**src/rtl/irqc_pkg.sv**
```systemverilog
package irqc_pkg;

   localparam int NUM_PINS = 7;
   localparam int NUM_PEND = 4;

   localparam int PIN_EXT   = 0;
   localparam int PIN_SMI   = 1;
   localparam int PIN_MCHK  = 2;
   localparam int PIN_CSTOP = 3;
   localparam int PIN_HRST  = 4;
   localparam int PIN_SRST  = 5;
   localparam int PIN_TBE   = 6;

   localparam int PB_EXT  = 0;
   localparam int PB_SMI  = 1;
   localparam int PB_MCHK = 2;
   localparam int PB_SRST = 3;

   typedef enum logic [0:0] {
      PM_LEVEL = 1'b0,
      PM_FALL  = 1'b1
   } pend_mode_e;

   function automatic int pend_src(input int b);
      case (b)
         PB_EXT:  return PIN_EXT;
         PB_SMI:  return PIN_SMI;
         PB_MCHK: return PIN_MCHK;
         default: return PIN_SRST;
      endcase
   endfunction

   function automatic pend_mode_e pend_mode(input int b);
      return (b == PB_MCHK) ? PM_FALL : PM_LEVEL;
   endfunction

endpackage

```
**src/rtl/irqc_pin_track.sv**
```systemverilog
module irqc_pin_track
   import irqc_pkg::*;
#(
   parameter int IDX_W = 3
) (
   input  logic                clk,
   input  logic                rst,
   input  logic                wr,
   input  logic [IDX_W-1:0]    idx,
   input  logic                lvl,
   output logic [NUM_PINS-1:0] state_o,
   output logic [NUM_PINS-1:0] rise_o,
   output logic [NUM_PINS-1:0] fall_o
);

   logic [NUM_PINS-1:0] state_q;
   logic [NUM_PINS-1:0] sel;
   logic                idx_ok;

   assign idx_ok = (32'(idx) < NUM_PINS);

   for (genvar p = 0; p < NUM_PINS; p++) begin : g_pin
      assign sel[p]    = wr && (idx == IDX_W'(p));
      assign rise_o[p] = sel[p] &&  lvl && !state_q[p];
      assign fall_o[p] = sel[p] && !lvl &&  state_q[p];

      always_ff @(posedge clk) begin
         if (rst)
            state_q[p] <= 1'b0;
         else if (rise_o[p] || fall_o[p])
            state_q[p] <= lvl;
      end
   end

   assign state_o = state_q;


   bad_idx_stable_chk: assert property (@(posedge clk) disable iff (rst)
      (wr && !idx_ok) |=> $stable(state_q));


   same_lvl_no_evt_chk: assert property (@(posedge clk) disable iff (rst)
      (wr && idx_ok && (state_q[idx] == lvl)) |-> (rise_o == '0 && fall_o == '0));

endmodule

```
**src/rtl/irqc_pend_reg.sv**
```systemverilog
module irqc_pend_reg
   import irqc_pkg::*;
(
   input  logic                clk,
   input  logic                rst,
   input  logic [NUM_PINS-1:0] rise_i,
   input  logic [NUM_PINS-1:0] fall_i,
   input  logic                clr_en,
   input  logic [NUM_PEND-1:0] clr_mask,
   output logic [NUM_PEND-1:0] pend_o,
   output logic [NUM_PEND-1:0] pend_nxt_o
);

   logic [NUM_PEND-1:0] pend_q;
   logic [NUM_PEND-1:0] pend_d;

   for (genvar b = 0; b < NUM_PEND; b++) begin : g_bit
      localparam int SRC = pend_src(b);
      logic cleared;
      assign cleared = pend_q[b] && !(clr_en && clr_mask[b]);

      if (pend_mode(b) == PM_FALL) begin : g_fall
         assign pend_d[b] = fall_i[SRC] ? 1'b1 : cleared;
      end else begin : g_level
         assign pend_d[b] = rise_i[SRC] ? 1'b1 :
                            fall_i[SRC] ? 1'b0 : cleared;
      end
   end

   always_ff @(posedge clk) begin
      if (rst) pend_q <= '0;
      else     pend_q <= pend_d;
   end

   assign pend_o     = pend_q;
   assign pend_nxt_o = pend_d;


   mchk_fall_only_chk: assert property (@(posedge clk) disable iff (rst)
      $rose(pend_q[PB_MCHK]) |-> $past(fall_i[PIN_MCHK]));


   mchk_sticky_chk: assert property (@(posedge clk) disable iff (rst)
      (pend_q[PB_MCHK] && !(clr_en && clr_mask[PB_MCHK])) |=> pend_q[PB_MCHK]);


   tbe_no_pend_chk: assert property (@(posedge clk) disable iff (rst)
      ((rise_i[PIN_TBE] || fall_i[PIN_TBE]) && !clr_en) |=> $stable(pend_q));

endmodule

```
**src/rtl/irqc_run_ctrl.sv**
```systemverilog
module irqc_run_ctrl
   import irqc_pkg::*;
(
   input  logic                clk,
   input  logic                rst,
   input  logic [NUM_PINS-1:0] rise_i,
   input  logic [NUM_PINS-1:0] state_i,
   output logic                halted_o,
   output logic                core_rst_o,
   output logic                tb_run_o
);

   logic halt_q;
   logic crst_q;

   always_ff @(posedge clk) begin
      if (rst) begin
         halt_q <= 1'b0;
         crst_q <= 1'b0;
      end else begin
         crst_q <= rise_i[PIN_HRST];
         if (rise_i[PIN_HRST])
            halt_q <= 1'b0;
         else if (rise_i[PIN_CSTOP])
            halt_q <= 1'b1;
      end
   end

   assign halted_o   = halt_q;
   assign core_rst_o = crst_q;
   assign tb_run_o   = state_i[PIN_TBE];


   crst_pulse_chk: assert property (@(posedge clk) disable iff (rst)
      crst_q |=> !crst_q);


   halt_release_chk: assert property (@(posedge clk) disable iff (rst)
      $fell(halt_q) |-> crst_q);

endmodule

```
**src/rtl/irqc_pin_cond.sv**
```systemverilog
module irqc_pin_cond
   import irqc_pkg::*;
#(
   parameter int IDX_W = 3
) (
   input  logic                clk,
   input  logic                rst,
   input  logic                pin_wr,
   input  logic [IDX_W-1:0]    pin_idx,
   input  logic                pin_lvl,
   input  logic                clr_en,
   input  logic [NUM_PEND-1:0] clr_mask,
   output logic [NUM_PEND-1:0] pend,
   output logic                irq_req,
   output logic                halted,
   output logic                core_rst,
   output logic                tb_run
);

   if (IDX_W < $clog2(NUM_PINS)) begin : g_bad_width
      $error("IDX_W too narrow for the pin set");
   end

   logic [NUM_PINS-1:0] pin_state;
   logic [NUM_PINS-1:0] pin_rise;
   logic [NUM_PINS-1:0] pin_fall;
   logic [NUM_PEND-1:0] pend_nxt;
   logic                irq_q;

   irqc_pin_track #(.IDX_W(IDX_W)) u_track (
      .clk     (clk),
      .rst     (rst),
      .wr      (pin_wr),
      .idx     (pin_idx),
      .lvl     (pin_lvl),
      .state_o (pin_state),
      .rise_o  (pin_rise),
      .fall_o  (pin_fall)
   );

   irqc_pend_reg u_pend (
      .clk        (clk),
      .rst        (rst),
      .rise_i     (pin_rise),
      .fall_i     (pin_fall),
      .clr_en     (clr_en),
      .clr_mask   (clr_mask),
      .pend_o     (pend),
      .pend_nxt_o (pend_nxt)
   );

   irqc_run_ctrl u_ctrl (
      .clk        (clk),
      .rst        (rst),
      .rise_i     (pin_rise),
      .state_i    (pin_state),
      .halted_o   (halted),
      .core_rst_o (core_rst),
      .tb_run_o   (tb_run)
   );

   always_ff @(posedge clk) begin
      if (rst) irq_q <= 1'b0;
      else     irq_q <= |pend_nxt;
   end

   assign irq_req = irq_q;


   irq_any_chk: assert property (@(posedge clk) disable iff (rst)
      irq_req == (pend != '0));


   rst_quiet_chk: assert property (@(posedge clk)
      rst |=> (pend == '0 && !irq_req && !halted && !core_rst && !tb_run));

endmodule

```
**config.mk**
```make
export PLATFORM = sky130hd
export DESIGN_NAME = irqc_pin_cond
export DESIGN_NICKNAME = d
export VERILOG_FILES = /design/src/rtl/irqc_pkg.sv /design/src/rtl/irqc_pin_track.sv /design/src/rtl/irqc_pend_reg.sv /design/src/rtl/irqc_run_ctrl.sv /design/src/rtl/irqc_pin_cond.sv
export SDC_FILE = /design/constraint.sdc
export NUM_CORES = 1
export LEC_CHECK = 0
export ABC_AREA = 1
export BUFFER_PORTS_ARGS = -buffer_cell sky130_fd_sc_hd__buf_2
export CELL_PAD_IN_SITES_DETAIL_PLACEMENT = 0
export CELL_PAD_IN_SITES_GLOBAL_PLACEMENT = 1
export CORE_ASPECT_RATIO = 1.75
export CORE_MARGIN = 10
export CORE_UTILIZATION = 30
export DETAILED_ROUTE_END_ITERATION = 7
export PLACE_DENSITY_LB_ADDON = 0.1
export SYNTH_ARGS = -nofsm -noshare
export SYNTH_HDL_FRONTEND = slang
export SYNTH_HIERARCHICAL = 1
export SYNTH_SLANG_ARGS = --single-unit
```
**constraint.sdc**
```tcl
create_clock -name clk -period 0.9 [get_ports clk]
set_input_delay 0.045 -clock clk [delete_from_list [all_inputs] [get_ports clk]]
set_output_delay 0.045 -clock clk [all_outputs]
set_load 0.05 [all_outputs]
```
; Yosys cells after proc, flatten, opt, wreduce, memory -nomap -nowiden
; Index checks and enable logic that the tools add are counted.
[totals]
reg_bits = 14
output_inout_bits = 8
word_cells = 89
[classes]
n_eq_ne = 6
muxes = 7
reduce_logical = 65
[ops]
columns = operator, n
row1 = 1-bit logical AND, 43
row2 = 1-bit zero test, 12
row3 = "3-bit == test, second input constant", 3
row4 = 1-bit logical OR, 7
row5 = 1-bit two-way mux, 7
row6 = "3-bit by 2-bit == test with 1-bit output, second input constant", 2
row7 = 4-bit OR reduction, 1
row8 = "3-bit by 1-bit == test with 1-bit output, second input constant", 1
row9 = 3-bit zero test, 1
row10 = 2-bit OR reduction, 1

; Depth between registers and ports, before layout
[depth]
ltp_word = 7
mapped_depth = 9
depth_no_buf = 9

; Hierarchy
; Netlist, hierarchy kept.
[modules_own_cells]
columns = mod, n_inst, cells_per_inst, area_per_inst_um2, seq_area_each_um2
row1 = irqc_pin_track, 1, 69, 420.4, 140.1
row2 = irqc_pend_reg, 1, 27, 190.2, 80.1
row3 = irqc_run_ctrl, 1, 9, 72.6, 40.0
row4 = irqc_pin_cond, 1, 4, 32.5, 20.0

; Worst setup path before layout
; No wires, ideal clock.
[synth_path]
path_type = flip-flop to flip-flop
from = register u_pend.pend_q[1] (netlist: u_pend/pend_o[1])
to = register irq_q (netlist: irq_req)
setup_time_ns = 0.070
t_arrival_ns = 0.973
t_required_ns = 0.830
setup_slack_ns = -0.143
path_stages_with_launch = 5
path_buffers = 0
path_cell_list = dfxtp_1 -> nand3_2 -> nand2_1 -> nor2_1 -> a21oi_1
[synth_between]
elab_chain_cells = 4
[synth_lines]
columns = element, line_no
row1 = "start, declared", irqc_pend_reg.sv:14  ; logic [NUM_PEND-1:0] pend_q;
row2 = "start signal, assigned", irqc_pend_reg.sv:32  ; else pend_q <= pend_d;
row3 = 1-bit logical AND, irqc_pend_reg.sv:20  ; assign cleared = pend_q[b] && !(clr_en && clr_mask[b]);
row4 = 1-bit two-way mux, irqc_pend_reg.sv:26  ; fall_i[SRC] ? 1'b0 : cleared;
row5 = 1-bit two-way mux, irqc_pend_reg.sv:25  ; assign pend_d[b] = rise_i[SRC] ? 1'b1 :
row6 = net pend_nxt[1], irqc_pin_cond.sv:27  ; logic [NUM_PEND-1:0] pend_nxt;
row7 = 4-bit OR reduction, irqc_pin_cond.sv:64  ; else irq_q <= |pend_nxt;
row8 = "end signal, assigned", irqc_pin_cond.sv:64
row9 = "end, declared", irqc_pin_cond.sv:28  ; logic irq_q;
; The timed path passes the listed nets, and every way through them passes these cells.
; A chain may end at the register's enable or synchronous reset.

; Worst setup path after layout
[layout_path]
from = register u_track.state_q[1] (netlist: u_track/state_o[1])
to = register irq_q (netlist: irq_req)
[layout_between]
elab_chain_cells = 4
elab_cells_between_ends = 6
[layout_lines]
columns = element, line_no
row1 = "start, declared", irqc_pin_track.sv:16  ; logic [NUM_PINS-1:0] state_q;
row2 = "start signal, assigned by index", irqc_pin_track.sv:31  ; state_q[p] <= lvl;
row3 = 1-bit logical AND, irqc_pin_track.sv:25  ; assign fall_o[p] = sel[p] && !lvl && state_q[p];
row4 = net pin_fall[1], irqc_pin_cond.sv:26  ; logic [NUM_PINS-1:0] pin_fall;
row5 = 1-bit two-way mux, irqc_pend_reg.sv:26
row6 = 1-bit two-way mux, irqc_pend_reg.sv:25
row7 = net pend_nxt[1], irqc_pin_cond.sv:27
row8 = 4-bit OR reduction, irqc_pin_cond.sv:64
; The timed path passes the listed nets, and every way through them passes these cells.

==> impl_metrics.tcl <==
set metrics [dict create \
    cts_root_buf "clkbuf_4" \
    avgSynthCellArea_um2 6.79 \
    synthesis.area_um2 686 \
    placed_cell_area_um2 943 \
    vias_per_cell 4.35 \
    drv_slew 0 \
    design_area_um2 1030 \
    start_util_pct 31.9 \
    clkPwrFrac_pct 35.0 \
    drt_pre_antenna_iters 4 \
    maxClockFrequency_ghz 1.11 \
    r2r.worst_path.cells 7 \
    cp-start-kind "register" \
    layout_common_cells "nand2_1 (29), buf_4 (20), nor2_1 (12), a21oi_1 (11), buf_2 (11)" \
    hold_violations 0 \
    finalPower_w 0.00131 \
    seqPwrFrac_pct 48.7 \
    fin_setup_tns_ns 0 \
    clock-skew-final_ns 0.000812 \
    status "completed" \
    endpoint "irq_req$_SDFF_PP0_" \
    die_y_um 83.2 \
    whs_path_depth 4 \
    core_area_um2 2150 \
    gp_congestion 0.711 \
    hp-class "primary input to register" \
    cts_tree "built" \
    vias 713 \
    syn_nets 113 \
    final_nets 153 \
    p_int_w 0.000977 \
    setup_ws_ns 0.00155 \
    p_switching_w 0.000337 \
    r2r_start "u_track/state_o[1]$_SDFFE_PP0P_" \
    postRouteWirelength_um 1700 \
    r2r-end "irq_req$_SDFF_PP0_" \
    path_clk_slew_ns 0.09 \
    synthCells 101 \
    crit_path_start "u_track/state_o[1]$_SDFFE_PP0P_" \
    io_pins 20 \
    grt_first_pass_wirelength_um 3100 \
    portBuffers 19 \
    ant_nets 0 \
    htreeDepth 1 \
    drive_gt1_share_pct 47.9 \
    yosysWarnings 6 \
    clock_sinks 14 \
    routedWlPerCell_um 10.4 \
    fp-row-count 22 \
    num_antenna_cells 0 \
    finalSetupViolCount 0 \
    critPathMaxFanout 2 \
    switching_share_pct 25.7 \
    die_w_um 56.1 \
    slew_headroom_pct 80.9 \
    multiInputGateArea_um2 342 \
    layout_commonest_cell "nand2_1" \
    drtIter0Drc 17 \
    overflow 0 \
    clockBufferDepth 2 \
    cp-end-kind "register" \
    reg2reg_setup_slack_ns 0.002 \
    regArea_um2 289 \
    hpwl_um 1420 \
    clk_latency_ns 0.28 \
    cts_made_buffers 3 \
    required_ns 1.06 \
    ir_drop_v 0.000622 \
    fillers 245 \
    tightest_slew_ns 0.287 \
    p_per_area_nw_per_um2 1270 \
    grt_pass1_vias 755 \
    grt_max_degree 15 \
    crit_type "register to register" \
    dpl_worst_slack_ns -0.187 \
    rsz0062_at_grt "true" \
    comb_power_share_pct 16.4 \
    dieArea_um2 4670 \
    grt_use_total_pct 7.88 \
    cp.arrival_ns 1.06 \
    maxCapViolCount 0 \
    antenna_found_initial 0 \
    fin_crit_sh_pct 99.8 \
    route.detailed.drc 0 \
    fin_crit_ns 0.898 \
    area_growth_pct 50.9 \
    min_from "clr_mask[2]" \
    p_leak_nw 0.477 \
]
how the worst min path moves through the flow:
stage	slack [ns]	endpoint
CTS	0.04	u_pend/pend_o[3]$_SDFF_PP0_
global placement	0.33	u_pend/pend_o[2]$_SDFF_PP0_
finish	0.05	u_pend/pend_o[2]$_SDFF_PP0_
floorplan	0.11	u_pend/pend_o[0]$_SDFF_PP0_
detailed placement	0.34	u_pend/pend_o[1]$_SDFF_PP0_
global route	0.07	u_pend/pend_o[2]$_SDFF_PP0_
power groups by stage:
stage	logic (W)	registers [W]	clock network, W
detailed placement	0.000209	0.000653	0
CTS	0.000215	0.000639	0.000486
floorplan	0.0000751	0.000673	0
global route	0.000242	0.000642	0.000508
global placement	0.000207	0.000652	0
finish	0.000215	0.000640	0.000460
sequential cells by signal, summed over array words and instances, names as in the netlist:
name and cells:
irq_req 1, u_ctrl/core_rst_o 1, u_ctrl/halted_o 1, u_pend/pend_o 4, u_track/state_o 7
worst max-delay path, stage by stage (launching register included):
cell and delay, ns:
dfxtp_2 0.34, nand2_1 0.05, nor2_1 0.08, inv_1 0.05, nand3_2 0.06, nand2_2 0.05
nor2_2 0.08, a21oi_1 0.07
layer usage:
layer  GRT usage, %  wire length [um]  part of all wire (%)
met5              0                 0                     0
met4           4.60                21                   1.2
met3           2.59               129                   7.6
met2           13.0               847                    50
met1           8.34               703                    41
layout make-up:
| cell class | count | area share (%) |
|---|---|---|
| well taps | 24 | 2.90 |
| multi-input cells | 70 | 33.0 |
| clock buffers | 4 | 3.51 |
| inverters | 15 | 5.44 |
| flip-flops and latches | 14 | 27.9 |
| repair buffers | 37 | 27.2 |
through the flow:
step	hold slack (ns)	util [%]	cells
global placement	0.326	43.9	159
CTS	0.0378	47.0	163
detailed placement	0.343	43.9	159
global route	0.0673	48.2	164
floorplan	0.107	-	101
finish	0.0464	48.2	164
timing repair:
action	CTS	global route
setup buffers	0	1
hold buffers	0	0
resized for setup	13	5
setup endpoints to repair	9	7
pin swaps	5	4
Power figures use the tool's default switching activity.
